<file path="config.mk">
export PLATFORM = sky130hd
export DESIGN_NAME = pulse_capture_timer
export DESIGN_NICKNAME = d
export VERILOG_FILES = /design/src/rtl/pct_pkg.sv /design/src/rtl/pct_ctrl.sv /design/src/rtl/pct_datapath.sv /design/src/rtl/pulse_capture_timer.sv
export SDC_FILE = /design/constraint.sdc
export NUM_CORES = 1
export LEC_CHECK = 0
export BUFFER_PORTS_ARGS = -buffer_cell sky130_fd_sc_hd__buf_2
export CORE_UTILIZATION = 40
export CTS_BUF_LIST = sky130_fd_sc_hd__clkbuf_8 sky130_fd_sc_hd__clkbuf_16
export CTS_CLUSTER_SIZE = 40
export DETAILED_ROUTE_END_ITERATION = 8
export GPL_TIMING_DRIVEN = 0
export SYNTH_ARGS = -nofsm -noshare
export SYNTH_HDL_FRONTEND = slang
export SYNTH_SLANG_ARGS = --single-unit
export TNS_END_PERCENT = 100
</file>
<file path="constraint.sdc">
create_clock -name clk -period 2 [get_ports clk]
set_input_delay 0.2 -clock clk [delete_from_list [all_inputs] [get_ports clk]]
set_output_delay 0.2 -clock clk [all_outputs]
set_load 0.01 [all_outputs]
</file>
<file path="src/rtl/pct_pkg.sv">
`timescale 1ns/1ps
package pct_pkg;
  typedef enum logic [1:0] {
    MODE_FALL  = 2'b00,
    MODE_RSVD1 = 2'b01,
    MODE_BOTH  = 2'b10,
    MODE_RSVD3 = 2'b11
  } meas_mode_e;

  typedef struct packed {
    logic countEn;
    logic capture;
    logic firstDone;
    logic ovfClear;
  } dp_strobe_t;
endpackage

</file>
<file path="src/rtl/pct_ctrl.sv">
`timescale 1ns/1ps
module pct_ctrl
  import pct_pkg::*;
#(
  parameter int SYNC_STAGES = 2
) (
  input  logic       clk,
  input  logic       rstN,
  input  logic       cntEn,
  input  logic       measIn,
  input  logic       startBit,
  input  logic [1:0] modeSel,
  input  logic       modeWrite,
  input  logic       ovfClr,
  input  logic       irqClr,
  output dp_strobe_t strobes,
  output logic       irqFlag
);
  localparam int LAST = SYNC_STAGES - 1;

  meas_mode_e modeQ;
  logic [LAST:0] syncQ;
  logic prevQ;
  logic capStbQ;
  logic seenFirstQ;
  logic irqQ;
  logic sampled, fallEdge, riseEdge, edgeHit, capture;

  always_ff @(posedge clk or negedge rstN) begin
    if (!rstN) modeQ <= MODE_FALL;
    else if (modeWrite) modeQ <= meas_mode_e'(modeSel);
  end

  // Synchronizer chain followed by an edge register
  always_ff @(posedge clk or negedge rstN) begin
    if (!rstN) begin
      syncQ <= '0;
      prevQ <= 1'b0;
    end else begin
      syncQ <= {syncQ[LAST-1:0], measIn};
      prevQ <= sampled;
    end
  end

  assign sampled  = syncQ[LAST];
  assign fallEdge = prevQ & ~sampled;
  assign riseEdge = ~prevQ & sampled;

  always_comb begin
    case (modeQ)
      MODE_FALL: edgeHit = fallEdge;
      MODE_BOTH: edgeHit = fallEdge | riseEdge;
      default:   edgeHit = 1'b0;
    endcase
  end

  always_ff @(posedge clk or negedge rstN) begin
    if (!rstN) capStbQ <= 1'b0;
    else       capStbQ <= edgeHit & startBit;
  end

  assign capture = capStbQ & startBit;

  always_ff @(posedge clk or negedge rstN) begin
    if (!rstN)          seenFirstQ <= 1'b0;
    else if (!startBit) seenFirstQ <= 1'b0;
    else if (capture)   seenFirstQ <= 1'b1;
  end

  always_ff @(posedge clk or negedge rstN) begin
    if (!rstN)        irqQ <= 1'b0;
    else if (capture) irqQ <= 1'b1;
    else if (irqClr)  irqQ <= 1'b0;
  end

  assign irqFlag           = irqQ;
  assign strobes.countEn   = startBit & cntEn;
  assign strobes.capture   = capture;
  assign strobes.firstDone = seenFirstQ;
  assign strobes.ovfClear  = ovfClr | modeWrite;
endmodule

</file>
<file path="src/rtl/pct_datapath.sv">
`timescale 1ns/1ps
module pct_datapath
  import pct_pkg::*;
#(
  parameter int CNT_W = 16
) (
  input  logic             clk,
  input  logic             rstN,
  input  dp_strobe_t       strobes,
  output logic [CNT_W-1:0] capValue,
  output logic             capValid,
  output logic             ovfFlag
);
  localparam logic [CNT_W-1:0] CNT_MAX = {CNT_W{1'b1}};
  localparam logic [CNT_W-1:0] CNT_ONE = {{(CNT_W-1){1'b0}}, 1'b1};

  logic [CNT_W-1:0] countQ;
  logic [CNT_W-1:0] capQ;
  logic validQ, ovfQ, wrapHit;

  assign wrapHit = strobes.countEn & ~strobes.capture & (countQ == CNT_MAX);

  always_ff @(posedge clk or negedge rstN) begin
    if (!rstN)                  countQ <= '0;
    else if (strobes.capture)   countQ <= strobes.countEn ? CNT_ONE : '0;
    else if (strobes.countEn)   countQ <= countQ + CNT_ONE;
  end

  always_ff @(posedge clk or negedge rstN) begin
    if (!rstN) begin
      capQ   <= '0;
      validQ <= 1'b0;
    end else if (strobes.capture) begin
      capQ   <= countQ;
      validQ <= strobes.firstDone;
    end
  end

  always_ff @(posedge clk or negedge rstN) begin
    if (!rstN)                 ovfQ <= 1'b0;
    else if (strobes.ovfClear) ovfQ <= 1'b0;
    else if (wrapHit)          ovfQ <= 1'b1;
  end

  assign capValue = capQ;
  assign capValid = validQ;
  assign ovfFlag  = ovfQ;
endmodule

</file>
<file path="src/rtl/pulse_capture_timer.sv">
`timescale 1ns/1ps
module pulse_capture_timer
  import pct_pkg::*;
#(
  parameter int CNT_W       = 16,
  parameter int SYNC_STAGES = 2
) (
  input  logic             clk,
  input  logic             rstN,
  input  logic             cntEn,
  input  logic             measIn,
  input  logic             startBit,
  input  logic [1:0]       modeSel,
  input  logic             modeWrite,
  input  logic             ovfClr,
  input  logic             irqClr,
  output logic [CNT_W-1:0] capValue,
  output logic             capValid,
  output logic             ovfFlag,
  output logic             irqFlag
);
  dp_strobe_t strobes;

  pct_ctrl #(.SYNC_STAGES(SYNC_STAGES)) uCtrl (
    .clk(clk), .rstN(rstN), .cntEn(cntEn), .measIn(measIn),
    .startBit(startBit), .modeSel(modeSel), .modeWrite(modeWrite),
    .ovfClr(ovfClr), .irqClr(irqClr), .strobes(strobes), .irqFlag(irqFlag)
  );

  pct_datapath #(.CNT_W(CNT_W)) uDp (
    .clk(clk), .rstN(rstN), .strobes(strobes),
    .capValue(capValue), .capValid(capValid), .ovfFlag(ovfFlag)
  );
endmodule

</file>
; Yosys cells after proc, flatten, opt, wreduce, memory -nomap -nowiden
; Index checks and enable logic that the tools add are counted.
[totals]
ff_bits = 42
input_bits = 10
elab_cells = 40
[op_classes]
n_addsub = 1
eq_ne = 3
mux = 10
bitwise_logic = 12
n_reduce_logical = 4
[ops]
columns = op, n
row1 = 16-bit 2-to-1 mux, 2
row2 = 16-bit by 1-bit adder with 16-bit output (second input constant), 1
row3 = 16-bit == test (second input constant), 1
row4 = 1-bit bitwise AND, 7
row5 = 1-bit 2-to-1 mux, 7
row6 = 2-bit nonzero test, 3
row7 = 1-bit inverter, 3
row8 = 2-bit == test (second input constant), 1
row9 = 2-bit zero test, 1
row10 = 2-bit by 1-bit inequality test with 1-bit output (second input constant), 1
row11 = 1-bit OR, 2
row12 = 1-bit case mux with 2 select lines, 1

; Logic depth before layout (Yosys ltp)
; Gate-level depths: netlist of the first run.
[logic_depth]
word_depth = 6
depth_mapped = 5
ltp_nobuf = 5

; Modules after synthesis
; A second synthesis of the first run with hierarchy kept.
[unflattened]
cells_unflattened = 148
hier_area_um2 = 1848.0
[by_module_without_submodules]
columns = mod, instances, cells_per_inst, area_per_inst_um2, seq_area_each_um2
row1 = pct_datapath, 1, 124, 1539.0, 850.8
row2 = pct_ctrl, 1, 24, 309.0, 200.2

; Worst setup path before layout of the first run
; Ideal clock, no wire load.
[synth_path]
path_kind = flip-flop to flip-flop
startpoint = register uDp.countQ[0]
endpoint = register uDp.countQ[14]
setup_ps = 78
t_arrival_ps = 1643
slack_ps = 279
stages_incl_launch_ff = 6
path_buffers = 0
synth_period_minus_slack_ps = 1721
cell_sequence = dfrtp_1 ha_1 nand4_1 or4_4 or3_1 a21oi_1
[synth_between]
elab_chain_cells = 3
[synth_lines]
columns = item, line_no
row1 = "start, declared", pct_datapath.sv:17  ; logic [CNT_W-1:0] countQ;
row2 = "start signal, assigned", pct_datapath.sv:25  ; else if (strobes.capture) countQ <= strobes.countEn ? CNT_ONE : '0;
row3 = "start signal, assigned", pct_datapath.sv:26  ; else if (strobes.countEn) countQ <= countQ + CNT_ONE;
row4 = 16-bit by 1-bit adder with 16-bit output, pct_datapath.sv:26
row5 = 16-bit 2-to-1 mux, pct_datapath.sv:26
row6 = 16-bit 2-to-1 mux, pct_datapath.sv:25
; Every way passes these cells. The select of a mux whose other input is x is not followed.
; A chain may end at the register's enable or synchronous reset.

; Worst setup path in the final report of the first run
[layout_path]
startpoint = register uDp.countQ[1]
endpoint = register uDp.countQ[12]
; Same word-level chain as after synthesis.

==> results by group, run 1 <==
Cells and area
  • Commonest non-fill, non-tap cell in the layout: nand2_1
  • Area Overhead vs Synth: 19.0%
  • Most frequent cells in the layout: nand2_1 (53), dfrtp_1 (41), buf_2 (28)
  • Share of layout cells above drive strength 1: between 20% and 30%
  • Ant diodes: 0
  • Fin cells: about 270
  • Final net count: 232

Worst setup path
  • Required @ worst endpoint: approximately 2.2 ns
  • Slowest stage delay, CP: 0.49 ns
  • CP delay by family, top: simple AND/OR/NAND/NOR gates
  • Critical Path Slowest Stage Cell: or4_4
  • Worst EP arrival: ~2.1 ns
  • CP max FO: 5
  • CP startpoint kind: register
  • Buf+Inv Stages, Crit Path: 0
  • Critical path type: register to register
  • Setup crit end kind: register
  • Worst-path cell chain: ha_1 -> nand4_1 -> or4_4 -> or3_1 -> a21oi_1

Timing
  • Tightest Pin Transition: approximately 0.91 ns
  • Post-Route Setup TNS: 0 ns
  • RSZ-0062 raised after global routing: no
  • Rel. slew slack: between 30% and 40%
  • Minimum clock period: 1.88 ns
  • Fmax: ~530 MHz
  • Tcrit/Tclk final: about 94%
  • Slew Limit Fails: 0
  • Setup Skew: between 0.007 and 0.008 ns
  • Setup violators final: 0
  • Hold Vio Cnt, Final: 0

Worst hold path
  • Worst hold path class: input pin to async pin

Drt
  • Vias/cell: 5.09
  • First-pass DRT Iterations: 4
  • Iter 0 DRT Violations: between 70 and 80
  • Number of remaining DRC errors: 0
  • Drt wl/cell: 13.0 µm
  • Total Routed Length: around 3.5 mm
  • Final ANT Viol Nets: 0
  • Vias: about 1400

Synth
  • Unique masters post-synth: 27
  • Post-synthesis sequential area ratio: between 50% and 60%
  • Number of synthesized register bits: 42
  • Area contributors post-synth: dfrtp_1 (60%), nand2_1 (11%), o21ai_0 (3.7%), xnor2_1 (3.5%), nor2_1 (3.0%)
  • Syn nets: between 150 and 200
  • Synth area leader: dfrtp_1
  • Post-Synthesis Cells: 180
  • Yosys top cell area share: between 50% and 60%
  • Avg Inst Size Synth: between 9 and 10 µm²
  • YS warnings: 0
  • Post-Syn Area: between 1500 and 2000 µm²

Floorplanning
  • Initial cell density of the core: between 40% and 50%
  • IO Pins: 29
  • Chip width: a little under 70 µm
  • Die H: between 60 and 70 µm
  • Die area: roughly 4700 µm²
  • Core area: about 4100 µm²
  • Num rows: 23

Clocking
  • Root buf cell: clkbuf_8
  • Clock transition at the registers of the reported paths: about 0.08 ns
  • Clk sinks: 42
  • CTS tree: built
  • Clock Path Buffers: 2
  • TritonCTS Buffers: 5
  • H-tree Lvls: 2
  • Later-pin clock latency in the skew report: around 0.29 ns

Global route
  • Gr usage total: 17.9%
  • Antenna violations before repair: 0
  • Total gr overflow: 0
  • Vias in the first global route: around 1400
  • First-pass GRT wire length: 6.02 mm
  • Largest net degree at the start of global routing: 43

Place
  • Post-detail-place hpwl: roughly 2.6 mm
  • GPL Wtd Cong: just over 0.8
  • Port bufs: 28
  • Placed insts: around 260

Job
  • Max Cap Viol: 0

Run status
  • Status: finished, final reports clean

Power
  • Lkg Pwr: 0.00106 µW
  • Max IR drop VDD: around 0.33 mV
  • Power Density: 839 nW/µm²
## state kept, by name, summed over array words and instances, names as in the netlist
name / flops
uDp.capValue: 16
uDp.countQ: 16
uCtrl.modeQ: 2
uCtrl.syncQ: 2
uCtrl.capStbQ: 1
uCtrl.irqFlag: 1
uCtrl.prevQ: 1
uCtrl.seenFirstQ: 1
uDp.capValid: 1
uDp.ovfFlag: 1
## Yosys cell counts
master,count
or3_2,1
a21oi_1,5
nand3_2,1
nand4_1,3
xnor2_1,7
dfrtp_1,42
nor4_1,3
mux2_2,2
a2111oi_0,1
nand3_1,3
and3_1,1
nand2_1,53
and2_1,1
or3_1,3
nor4_2,1
nor3_1,3
ha_1,2
o21ba_2,1
a31oi_1,2
a41o_1,2
or4_4,1
a22o_1,2
nand4b_1,1
o21ai_0,13
clkbuf_1,5
inv_1,7
nor2_1,14
## worst reg2reg max path: stages, from the launching register on
cell	delay [ns]
dfrtp_1	0.41
ha_1	0.23
nand4_1	0.18
or4_4	0.49
or3_1	0.33
a21oi_1	0.17
## where the power goes
part,switching (µW),internal (µW)
Combinational,133,95.3
Clock,272,273
Sequential,64.4,924
## area by class of cell
| type | count | area [µm²] |
|---|---|---|
| fillers | 380 | 2020 |
| flip-flops and latches | 42 | 1050 |
| multi-input cells | 126 | 668 |
| repair buffers | 33 | 180 |
| clock buffers | 6 | 82.6 |
| well taps | 50 | 62.6 |
| inverters | 7 | 26.3 |
| plain buffers | 5 | 18.8 |
| clock inverters | 2 | 8.76 |
## cells by family after synthesis
family	Yosys count	share of synthesized area [%]
adder cells (fa/ha/maj)	2	1.42
XOR/XNOR	7	3.48
AO/OA/AOI/OAI	26	9.01
multiplexers	2	1.28
buffers and inverters	12	2.55
AND/OR/NAND/NOR	89	22.7
flip-flops	42	59.6
## timing repair
action | 4_1_cts | 5_1_grt
pin swaps | 1 | 1
hold endpoints to repair | 0 | 1
setup endpoints to repair | 1 | 3
hold buffers | 0 | 1
buffers inserted | 0 | 4
gates resized for setup | 0 | 1
## final timing paths
path | startpoint | endpoint | slack [ns] | cells past startpoint
setup / recovery | uDp.countQ[1]$_DFFE_PN0P_ | uDp.countQ[12]$_DFFE_PN0P_ | 0.12 | 5
hold / removal | rstN | uDp.capValid$_DFFE_PN0P_ | 0.04 | 1
setup reg to reg | uDp.countQ[1]$_DFFE_PN0P_ | uDp.countQ[12]$_DFFE_PN0P_ | 0.12 | 5
hold reg to reg | uCtrl.syncQ[0]$_DFF_PN0_ | uCtrl.syncQ[1]$_DFF_PN0_ | 0.36 | 0
max in group asynchronous | rstN | uDp.countQ[0]$_DFFE_PN0P_ | 1.35 | 1
min in group clk | ovfClr | uDp.ovfFlag$_DFFE_PN0P_ | 0.06 | 2
## through the flow
step	utilization, %	area [µm²]	setup WS [ns]	total power [µW]	hold slack, ns
2_1_floorplan	-	1760	0.279	1110	-0.0956
3_3_place_gp	47.8	1970	0.0770	1200	0.311
3_5_place_dp	47.8	1970	0.0192	1220	0.310
4_1_cts	50.0	2060	0.00490	1760	0.00638
5_1_grt	51.0	2100	0.00825	1860	0.0538
6_report	51.0	2100	0.121	1760	0.0409
## layer usage
layer	GRT usage, %	wire [µm]	up-vias
met1	21.4	1570	666
met4	8.07	52	0
met5	0	0	-
met2	29.3	1750	26
li1	-	-	682
met3	5.67	144	5
(Power assumes the default switching activity.)
==> run 2, diff against run 1 <==
Clock period 2 ns to 1.6 ns, I/O delays scaled along.
==> results by group, run 2 (synthesis gave the netlist of run 1 again) <==
Run status
  • Status: finished, violations left
  • Failing checks: setup timing

Timing
  • Minimum clock period: 1.73 ns (-0.148 ns)
  • Post-Route Setup TNS: -0.373 ns (-0.373 ns)
  • Slew Limit Fails: 0 (unchanged)
  • Tightest Pin Transition: 0.918 ns (+0.00838 ns)
  • Tcrit/Tclk final: 108% (+14 points)
  • Hold slack: 0.00224 ns (-0.0386 ns)
  • Hold Vio Cnt, Final: 0 (unchanged)
  • Setup Skew: 0.00801 ns (+0.000713 ns)
  • Post-route worst setup slack: -0.131 ns (-0.252 ns)
  • Setup violators final: 3 (+3)
  • Fmax: 578 MHz (+8.6%)
  • Rel. slew slack: 38.8% (-0.56 points)
  • RSZ-0062 raised after global routing: yes

Drt
  • Vias: 1391 (+0.87%)
  • First-pass DRT Iterations: 4 (unchanged)
  • Drt wl/cell: 13.3 µm (+2.5%)
  • Number of remaining DRC errors: 0 (unchanged)
  • Iter 0 DRT Violations: 96 (+32%)
  • Final ANT Viol Nets: 0 (unchanged)
  • Vias/cell: 5.04 (-0.96%)
  • Total Routed Length: 3.68 mm (+4.4%)

Cells and area
  • Fin cells: 276 (+1.8%)
  • Ant diodes: 0 (unchanged)
  • Final net count: 237 (+2.2%)
  • Final Instance Area: 2190 µm² (+4.3%)
  • Commonest non-fill, non-tap cell in the layout: nand2_1
  • Area Overhead vs Synth: 24.1%
  • Share of layout cells above drive strength 1: 27.9% (+6.6 points)
  • Most frequent cells in the layout: nand2_1 (52), dfrtp_1 (39), buf_2 (28)

Floorplanning
  • Chip width: 68.4 µm (unchanged)
  • Die H: 68.4 µm (unchanged)
  • Num rows: 23 (unchanged)
  • Core area: 4120 µm² (unchanged)
  • IO Pins: 29 (unchanged)
  • Die area: 4680 µm² (unchanged)
  • Initial cell density of the core: 42.9% (unchanged)

Power
  • Lkg Pwr: 0.00110 µW (+4.3%)
  • Max IR drop VDD: 0.483 mV (+47%)
  • Power Density: 1030 nW/µm² (+23%)

Place
  • GPL Wtd Cong: 0.834 (+0.52%)
  • Port bufs: 28 (unchanged)
  • Placed insts: 258 (unchanged)
  • Post-detail-place hpwl: 2.55 mm (-0.64%)
  • Post-placement cell area: 1970 µm² (unchanged)

Clocking
  • Later-pin clock latency in the skew report: 0.29 ns (about the same)
  • H-tree Lvls: 2 (unchanged)
  • CTS tree: built
  • TritonCTS Buffers: 5 (unchanged)
  • Clock transition at the registers of the reported paths: 0.08 ns (about the same)
  • Root buf cell: clkbuf_8
  • Clk sinks: 42 (unchanged)
  • Clock Path Buffers: 2 (unchanged)

Worst setup path
  • Buf+Inv Stages, Crit Path: 0 (unchanged)
  • Critical Path Slowest Stage Cell: or4_4
  • Setup crit end kind: register
  • Slowest stage delay, CP: 0.49 ns (about the same)
  • CP delay by family, top: simple AND/OR/NAND/NOR gates
  • Worst-path cell chain: ha_2 -> nand4_1 -> or4_4 -> or3_4 -> a21oi_2
  • Critical path type: register to register
  • CP max FO: 5 (unchanged)
  • CP startpoint kind: register
  • Worst EP arrival: 1.95 ns (-0.14 ns)
  • Required @ worst endpoint: 1.82 ns (-0.39 ns)

Global route
  • Total gr overflow: 0 (unchanged)
  • First-pass GRT wire length: 6.38 mm (+6.1%)
  • Vias in the first global route: 1435 (+3.5%)
  • Antenna violations before repair: 0 (unchanged)
  • Gr usage total: 18.9% (+1.0 points)
  • Largest net degree at the start of global routing: 43 (unchanged)

Job
  • Max Cap Viol: 0 (unchanged)

Worst hold path
  • Worst hold path class: input pin to async pin
[run 2: repair_timing]
item                                    4_1_cts  5_1_grt
buffers inserted                              8        1
endpoints found under the hold margin         1        0
pin swaps                                     1        1
endpoints found under the setup margin        7       23
hold buffers                                  1        0
gates cloned                                  0        0
resized for setup                             8        9
[run 2: final timing paths]
path	from	endpoint	slack, ns	cells past startpoint
max in group asynchronous	rstN	uDp.countQ[3]$_DFFE_PN0P_	0.98	1
hold reg to reg	uCtrl.syncQ[0]$_DFF_PN0_	uCtrl.syncQ[1]$_DFF_PN0_	0.35	0
setup / recovery	uDp.countQ[0]$_DFFE_PN0P_	uDp.countQ[12]$_DFFE_PN0P_	-0.13	5
hold / removal	rstN	uDp.countQ[7]$_DFFE_PN0P_	0.002	1
setup reg to reg	uDp.countQ[0]$_DFFE_PN0P_	uDp.countQ[12]$_DFFE_PN0P_	-0.13	5
min in group clk	ovfClr	uDp.ovfFlag$_DFFE_PN0P_	0.02	2
[run 2: per-stage QoR]
step | util, % | setup WS [ns] | power, µW
after floorplan | - | -0.114 | 1390
after global placement | 47.8 | -0.310 | 1510
after detailed placement | 47.8 | -0.363 | 1520
after CTS | 52.4 | -0.107 | 2290
after global routing | 53.2 | -0.212 | 2400
final | 53.2 | -0.131 | 2260
[run 2: cell type report]
class / instances / area, µm²
Multi-Input combinational cell: 126 / 716
Fill cell: 379 / 1930
Tap cell: 50 / 62.6
Clock inverter: 2 / 8.76
Clock buffer: 6 / 82.6
Timing Repair Buffer: 38 / 218
Inverter: 7 / 26.3
Buffer: 5 / 21.3
Sequential cell: 42 / 1050
[run 2: power breakdown]
part	total [µW]	internal (µW)	switching, µW
clock	683	342	341
combinational	349	157	193
sequential	1230	1160	70.2
[run 2: metal layers]
layer / routed length [µm] / track usage, %
met4: 74 / 9.11
met1: 1710 / 22.8
met5: 0 / 0
met2: 1810 / 31.5
met3: 90 / 4.67
==> run 3, diff against run 2 <==
Settings changed: CORE_UTILIZATION 40 to 35, SETUP_SLACK_MARGIN set to 0.3.
==> results by group, run 3 (synthesis gave the netlist of run 1 again) <==
Timing
  • Post-route worst setup slack: -0.110 ns (+0.0211 ns)
  • Hold Vio Cnt, Final: 15 (+15)
  • Tightest Pin Transition: 0.926 ns (+0.00855 ns)
  • Tcrit/Tclk final: 107% (-1.3 points)
  • Slew Limit Fails: 0 (unchanged)
  • RSZ-0062 raised after global routing: yes
  • Hold slack: -0.00669 ns (-0.00894 ns)
  • Setup violators final: 3 (unchanged)
  • Minimum clock period: 1.71 ns (-0.0211 ns)
  • Setup Skew: 0.0140 ns (+0.00599 ns)
  • Rel. slew slack: 38.2% (-0.57 points)
  • Fmax: 585 MHz (+1.2%)

Cells and area
  • Area Overhead vs Synth: 29.9%
  • Commonest non-fill, non-tap cell in the layout: nand2_1
  • Most frequent cells in the layout: nand2_1 (52), dfrtp_1 (37), buf_2 (28)
  • Final net count: 241 (+1.7%)
  • Fillers: 478 (+26%)
  • Share of layout cells above drive strength 1: 33.0% (+5.2 points)
  • Post-layout utilization of the core: 47.9% (-5.3 points)
  • Ant diodes: 0 (unchanged)
  • Area of the multi-input gates: 742 µm² (+3.7%)
  • Seq. cell area: 1060 µm² (+0.24%)

Clocking
  • Later-pin clock latency in the skew report: 0.30 ns (about the same)
  • Clock Path Buffers: 2 (unchanged)
  • Root buf cell: clkbuf_8
  • Clk sinks: 42 (unchanged)
  • TritonCTS Buffers: 5 (unchanged)
  • CTS tree: built
  • Clock transition at the registers of the reported paths: 0.08 ns (about the same)
  • H-tree Lvls: 2 (unchanged)

Place
  • Post-detail-place hpwl: 2.38 mm (-6.7%)
  • Port bufs: 28 (unchanged)
  • DP Worst Slack: -0.348 ns (+0.0158 ns)
  • GPL Wtd Cong: 0.800 (-4.1%)

Drt
  • First-pass DRT Iterations: 4 (unchanged)
  • Vias: 1387 (-0.29%)
  • Iter 0 DRT Violations: 104 (+8.3%)
  • Vias/cell: 4.67 (-7.3%)
  • Total Routed Length: 3.71 mm (+0.71%)
  • Drt wl/cell: 12.5 µm (-6.4%)
  • Number of remaining DRC errors: 0 (unchanged)
  • Final ANT Viol Nets: 0 (unchanged)

Power
  • Sw Ratio: 28.3% (+1.5 points)
  • Psw: 635 µW (+5.1%)
  • Internal Power: 1610 µW (-2.4%)
  • Logic pwr share: 15.8% (+0.3 points)
  • Power Density: 981 nW/µm² (-4.8%)
  • Reg power frac: 54.4% (about the same)
  • Lkg Pwr: 0.00114 µW (+3.1%)
  • Max IR drop VDD: 0.393 mV (-19%)
  • Clock Power Share: 29.8% (-0.5 points)

Run status
  • Failing checks: hold timing, setup timing
  • Status: finished, violations left

Worst setup path
  • Critical path type: register to register
  • CP startpoint kind: register
  • Setup crit end kind: register
  • Worst EP arrival: 1.95 ns (about the same)
  • CP max FO: 7 (+2)
  • Required @ worst endpoint: 1.84 ns (+0.02 ns)

Global route
  • Largest net degree at the start of global routing: 43 (unchanged)
  • Gr usage total: 16.2% (-2.8 points)
  • First-pass GRT wire length: 6.37 mm (-0.22%)
  • Antenna violations before repair: 0 (unchanged)
  • Vias in the first global route: 1385 (-3.5%)
  • Total gr overflow: 0 (unchanged)

Floorplanning
  • Die H: 73.0 µm (+6.7%)
  • Initial cell density of the core: 36.9% (-6.0 points)
  • Core area: 4790 µm² (+16%)
  • Chip width: 73.0 µm (+6.7%)
  • Num rows: 25 (+8.7%)
  • Die area: 5330 µm² (+14%)
  • IO Pins: 29 (unchanged)

Job
  • Max Cap Viol: 0 (unchanged)

Worst hold path
  • Worst hold path class: input pin to async pin
==> run 3: changes by cell type in the layout (fill, tap and decap cells not counted), moves of 2 or more <==
cell      before  now
buf_6          0    4
clkbuf_1       3    0
clkbuf_4       0    2
dfrtp_1       39   37
dfrtp_2        3    5
nand3_2        0    2
==> run 3: final timing paths <==
check | from | to | slack [ns] | cells past startpoint
max reg2reg | uDp.countQ[4]$_DFFE_PN0P_ | uDp.countQ[12]$_DFFE_PN0P_ | -0.11 | 4
min in group clk | ovfClr | uDp.ovfFlag$_DFFE_PN0P_ | 0.02 | 2
min | rstN | uDp.capValue[8]$_DFFE_PN0P_ | -0.007 | 1
min reg2reg | uCtrl.syncQ[0]$_DFF_PN0_ | uCtrl.syncQ[1]$_DFF_PN0_ | 0.35 | 0
max in group asynchronous | rstN | uCtrl.capStbQ$_DFF_PN0_ | 0.97 | 1
max | uDp.countQ[4]$_DFFE_PN0P_ | uDp.countQ[12]$_DFFE_PN0P_ | -0.11 | 4
==> run 3: timing repair <==
action,CTS,global route
hold buffers,1,0
endpoints found under the setup margin,32,29
resized for setup,20,15
pin swaps,7,5
setup buffers,12,1
hold endpoints to repair,1,0
==> run 3: final cells by class <==
type	instances	share of cell area (%)
multi-input cells	126	32.4
repair buffers	42	11.5
clock buffers	5	3.00
inverters	7	1.15
well taps	67	3.66
flip-flops and latches	42	46.1
clock inverters	3	0.765
plain buffers	5	1.42
==> run 3: routing by layer <==
metal	track usage, %	vias to the layer above	part of all wire, %
met5	0	-	0
met4	6.75	0	1.7
met3	4.42	6	3.5
met2	25.2	27	45
met1	21.3	652	50
li1	-	702	-
==> run 3: per-stage QoR <==
step | hold slack, ns | instance area (µm²) | setup TNS (ns) | power (µW) | std cells
floorplan | -0.136 | 1770 | -0.233 | 1390 | 180
global placement | 0.269 | 2000 | -0.890 | 1510 | 275
detailed placement | 0.271 | 2000 | -0.955 | 1520 | 275
CTS | 0.0105 | 2240 | -0.246 | 2260 | 296
global route | 0.0132 | 2290 | -0.550 | 2390 | 297
finish | -0.00669 | 2290 | -0.287 | 2250 | 297
==> run 3: power by group through the flow <==
stage / Clock [µW] / Sequential (µW) / Combinational [µW]
after global placement: 0 / 1250 / 259
after CTS: 696 / 1220 / 344
after global routing: 744 / 1240 / 408
final: 670 / 1220 / 356
after floorplan: 0 / 1260 / 131
after detailed placement: 0 / 1250 / 266
==> run 3: worst max-delay path, cell delays in order, from the launching register on <==
cell and delay (ns):
dfrtp_2 0.43, nand3_2 0.15, or4_4 0.58, or3_4 0.35, a21oi_2 0.13
